--- config.mk ---
export PLATFORM = sky130hd
export DESIGN_NAME = toggle_poll_ctrl
export DESIGN_NICKNAME = d
export VERILOG_FILES = /design/src/rtl/toggle_poll_ctrl.sv
export SDC_FILE = /design/constraint.sdc
export NUM_CORES = 1
export LEC_CHECK = 0
export BUFFER_PORTS_ARGS = -buffer_cell sky130_fd_sc_hd__buf_2
export CORE_MARGIN = 1
export CORE_UTILIZATION = 51
export CTS_CLUSTER_SIZE = 8
export DETAILED_ROUTE_END_ITERATION = 7
export PLACE_DENSITY_LB_ADDON = 0.12
export SLEW_MARGIN = 40
export SYNTH_ARGS = -nofsm -noshare
export SYNTH_HDL_FRONTEND = slang
export SYNTH_SLANG_ARGS = --single-unit
--- constraint.sdc ---
create_clock -name clk -period 2.3 [get_ports clk]
set_input_delay 0.46 -clock clk [delete_from_list [all_inputs] [get_ports clk]]
set_output_delay 0.46 -clock clk [all_outputs]
set_load 0.01 [all_outputs]
--- src/rtl/toggle_poll_ctrl.sv ---
module toggle_poll_ctrl #(
  parameter int ADDR_W     = 24,
  parameter int DATA_W     = 8,
  parameter int TOGGLE_BIT = 6,
  parameter int LIMIT_BIT  = 5,
  parameter int MAX_POLLS  = 4096
) (
  input  logic              clk,
  input  logic              rst_n,
  input  logic              start_i,
  input  logic [ADDR_W-1:0] addr_i,
  output logic              rd_req_o,
  output logic [ADDR_W-1:0] rd_addr_o,
  input  logic [DATA_W-1:0] rd_data_i,
  input  logic              rd_valid_i,
  output logic              busy_o,
  output logic              done_o,
  output logic              pass_o,
  output logic              rst_cmd_o
);

  localparam int CNT_W = $clog2(MAX_POLLS + 1);

  typedef enum logic [1:0] {S_IDLE, S_REQ, S_WAIT, S_DONE} state_t;

  state_t            state_q;
  logic [ADDR_W-1:0] addr_q;
  logic              first_q;
  logic              second_q;
  logic              late_q;
  logic              pass_q;
  logic [CNT_W-1:0]  pairs_q;

  logic              toggled;
  logic [CNT_W-1:0]  pairs_next;

  assign toggled    = first_q ^ rd_data_i[TOGGLE_BIT];
  assign pairs_next = pairs_q + 1'b1;

  always_ff @(posedge clk or negedge rst_n) begin
    if (!rst_n) begin
      state_q  <= S_IDLE;
      addr_q   <= '0;
      first_q  <= 1'b0;
      second_q <= 1'b0;
      late_q   <= 1'b0;
      pass_q   <= 1'b0;
      pairs_q  <= '0;
    end else begin
      case (state_q)
        S_IDLE: if (start_i) begin
          addr_q   <= addr_i;
          second_q <= 1'b0;
          late_q   <= 1'b0;
          pass_q   <= 1'b0;
          pairs_q  <= '0;
          state_q  <= S_REQ;
        end
        S_REQ: state_q <= S_WAIT;
        S_WAIT: if (rd_valid_i) begin
          if (!second_q) begin
            first_q  <= rd_data_i[TOGGLE_BIT];
            second_q <= 1'b1;
            state_q  <= S_REQ;
          end else begin
            second_q <= 1'b0;
            pairs_q  <= pairs_next;
            if (!toggled) begin
              pass_q  <= 1'b1;
              state_q <= S_DONE;
            end else if (late_q || pairs_next == CNT_W'(MAX_POLLS)) begin
              pass_q  <= 1'b0;
              state_q <= S_DONE;
            end else begin
              late_q  <= rd_data_i[LIMIT_BIT];
              state_q <= S_REQ;
            end
          end
        end
        default: state_q <= S_IDLE;
      endcase
    end
  end

  assign rd_req_o  = (state_q == S_REQ);
  assign rd_addr_o = addr_q;
  assign busy_o    = (state_q != S_IDLE);
  assign done_o    = (state_q == S_DONE);
  assign pass_o    = pass_q;
  assign rst_cmd_o = done_o && !pass_q;

  a_r3_req_single: assert property (@(posedge clk) disable iff (!rst_n)
    rd_req_o |=> !rd_req_o);
  a_r3_req_in_run: assert property (@(posedge clk) disable iff (!rst_n)
    rd_req_o |-> busy_o);
  a_r2_addr_held: assert property (@(posedge clk) disable iff (!rst_n)
    (busy_o && $past(busy_o)) |-> $stable(rd_addr_o));
  a_r9_done_single: assert property (@(posedge clk) disable iff (!rst_n)
    done_o |=> (!done_o && !busy_o));
  a_r8_rst_only_fail: assert property (@(posedge clk) disable iff (!rst_n)
    rst_cmd_o |-> (done_o && !pass_o));
  a_r9_done_busy: assert property (@(posedge clk) disable iff (!rst_n)
    done_o |-> busy_o);

endmodule

==> metrics.md <==
| Metric | Value |
|---|---|
| CP Launch Point | pairs_q[1] |
| Worst Setup Start Kind | register |
| #FFs+latches synth | between 40 and 50 |
| Hold Violations, Final | 0 |
| Routed WL | 4120 µm |
| Slew Limit Fails | 0 |
| Critical path capture point type | register |
| Net Sw Power | approximately 910 µW |
| Total GRT Usage | a little over a fifth |
| Fillers | 301 |
| Data required, critical path | 2490 ps |
| Hpwl dp | 2930 µm |
| DRT antenna net count | 0 |
| Number of diodes | 0 |
| Run status | finished, final reports clean |
| Yosys Warn Count | 0 |
| Via-to-Cell Ratio | 5.43 |
| WP data arrival | 2290 ps |
| Antenna violations before repair | 0 |
| Buffers on Ports | 58 |
| Inst Count DP | ~300 |
| Slew headroom | 65.7% |
| Post-route insts no fill | 305 |
| Post-place setup slack | 204 ps |
| Pint | 1810 µW |
| CTS Hold Buffers Added | 0 |
| VDD IR-drop max | 0.000682 V |
| # DRC | 0 |
| I/O pin count | 65 |
| Final setup fails | 0 |
| TritonCTS clock tree | yes |
| Mapped cell area | about 2100 µm² |
| Final #Nets | 294 |
| Worst-path clk slew | 80 ps |
| Flop pwr share | 43.9% |
| Setup CP Type | register to register |
| Vias | 1657 |
| Cell count of the worst reg-to-reg path | 8 |
| Total CTS buffers | 5 |
| Synth-to-Final Area Change | 22.4% |
| Fmax achieved | 0.476 GHz |
| Dpl cell area | 2460 µm² |
| Die X | 66.0 µm |
| Share of post-route cells with drive strength above 1 | between 40% and 50% |
| LEAKAGE | 0.00120 µW |
| Number of cell rows | 22 |
| Reg2reg start | pairs_q[1] |
| Deepest clock path buffer count | 2 |
| Routed length per instance | roughly 14 µm |
| GPL Wtd Cong | 0.817 |
| Drt pass-1 iters | 4 |
| Register area share after synthesis | 51.4% |
| Root buffer cell | clkbuf_8 |
| Core Footprint | 3800 µm² |
| Final Instance Area | 2560 µm² |
| Sum Neg Setup Slack | 0 ps |
| Syn_area_per_cell | 10.8 µm² |
| Starting Density | 55.1% |
| Worst R2R End | pass_o |
| Min cycle time layout | 2100 ps |
| Power density over the cells | 1060 nW/µm² |
| Synthesized net count | 231 |
| Final period util | 91.3% |
| Clk_skew | 5.55 ps |
| Worst slew pin tran | approximately 500 ps |
| First-pass GRT wire length | 6950 µm |
| Vias in the first global route | 1531 |
| Setup bufs post-CTS | 0 |
| HP Class | input pin to async pin |
| Initial DRC count | 157 |
| Die area | 4360 µm² |
| RSZ-0062 raised after global routing | no |
| Post-CTS Resized | 0 |
| Max Cap Violations | 0 |
| Sink Count | 43 |
| Cells after Synth | a little under 200 |
| R2r setup slk | 200 ps |
| Clock power frac | around a fifth |
| Post-synthesis cell type count | 41 |
| Largest net degree at the start of global routing | 26 |
| Worst setup margin | 200 ps |
| Sw Share | 33.4% |
| Clk_lat worst skew | roughly 290 ps |
| Gate power share | between 30 and 40% |
| Gr ovfl total | 0 |
| Die height | 66.0 µm |
| CP endpoint | pass_o |
| Max H-tree Level | 2 |
| CP max FO | 7 |
## registers in the layout (all words and copies together), names as in the netlist
name,count
first_q,1
pass_o,1
late_q,1
state_q,2
second_q,1
pairs_q,13
rd_addr_o,24
## critical path: stages, from the launching register on
cell and delay [ps]:
dfrtp_1 430, ha_1 210, and4_1 280, and2_1 210, o311ai_1 230, o2111ai_1 170
o21ai_1 190, nor2_1 70, a31o_1 210
## power groups by stage
stage	clock network, µW	registers, µW	logic (µW)
CTS	545	1200	1020
global route	582	1230	1090
detailed placement	0	1210	1010
global placement	0	1200	999
floorplan	0	1310	488
finish	529	1200	999
## area by class of cell
class,instances,area [µm²],share of cell area (%)
well taps,48,60.1,2.34
flip-flops and latches,43,1080,42.0
clock inverters,1,7.51,0.293
inverters,6,22.5,0.879
repair buffers,65,355,13.9
clock buffers,7,96.3,3.76
multi-input cells,135,943,36.8
## worst min path at each step
stage	from	end	cells after the start
3_5_place_dp	rst_n	pairs_q[7]	1
4_1_cts	rst_n	pairs_q[7]	1
6_report	rst_n	pairs_q[9]	1
2_1_floorplan	rst_n	first_q	0
3_3_place_gp	rst_n	pairs_q[9]	1
5_1_grt	rst_n	pairs_q[9]	1
## layer usage
metal	share of wire, %	routed length (µm)	vias up	GRT usage, %
li1	-	-	814	-
met2	50	2050	39	36.0
met4	1.1	45	0	7.98
met3	4.1	168	4	5.69
met5	0	0	-	0
met1	45	1860	800	26.6
## cells in the mapped netlist
library cell | number | share of area, %
mux2i_1 | 2 | 0.96
a32oi_1 | 1 | 0.42
and3_4 | 2 | 1.1
o2111ai_1 | 1 | 0.42
o21ai_1 | 5 | 1.2
nand4_1 | 4 | 1.2
nand2_1 | 11 | 2.0
buf_6 | 2 | 1.1
o31ai_1 | 3 | 1.1
nor2_1 | 18 | 3.2
nand3_1 | 4 | 0.96
nand2b_1 | 2 | 0.60
or2_2 | 1 | 0.30
xor2_1 | 1 | 0.42
xnor2_1 | 2 | 0.84
nor2b_1 | 3 | 0.90
and3_1 | 1 | 0.30
nor4b_1 | 1 | 0.42
nor3_1 | 4 | 0.96
o31a_1 | 1 | 0.42
clkbuf_1 | 4 | 0.72
mux2_2 | 25 | 13
buf_2 | 3 | 0.72
a22o_1 | 2 | 0.84
a31o_1 | 1 | 0.42
and3_2 | 1 | 0.36
nand3_2 | 1 | 0.48
and4_1 | 2 | 0.84
o311ai_1 | 1 | 0.42
inv_1 | 6 | 1.1
dfrtp_1 | 43 | 51
nor4bb_1 | 1 | 0.48
and4b_1 | 1 | 0.48
or3_1 | 1 | 0.30
o41ai_1 | 1 | 0.42
a21oi_1 | 2 | 0.48
a31oi_1 | 2 | 0.60
ha_1 | 2 | 1.2
o21ai_0 | 18 | 4.3
o311a_1 | 1 | 0.48
and2_1 | 6 | 1.8
## cells in the final DEF, fill, tap and decap left out, drive strengths merged, types with 2 or more instances in the layout
cell type	instances
and4	2
nand2	11
o31ai	3
dfrtp	43
nor2	18
a21oi	2
and3	4
mux2	25
ha	2
a31oi	2
xnor2	2
buf	65
o21ai	23
nor3	4
nand3	5
mux2i	2
inv	6
nand4	4
nor2b	3
a22o	2
and2	6
nand2b	2
clkbuf	7
## through the flow
step	total power (µW)	utilization, %	hold WS [ps]
6_report	2720	67.4	130
5_1_grt	2910	67.4	160
4_1_cts	2760	67.4	143
3_5_place_dp	2220	64.7	459
3_3_place_gp	2190	64.7	462
2_1_floorplan	1800	-	164
## cells by family (layout without fill, tap and decap cells)
family,count (synthesis),count (layout),share of synthesized area (%)
adder cells (fa/ha/maj),2,2,1.20
AND/OR/NAND/NOR,64,64,16.6
flip-flops,43,43,51.4
XOR/XNOR,3,3,1.26
multiplexers,27,27,14.4
buffers and inverters,15,79,3.59
AO/OA/AOI/OAI,39,39,11.5
Note: power is estimated with default switching activity, not from simulation.
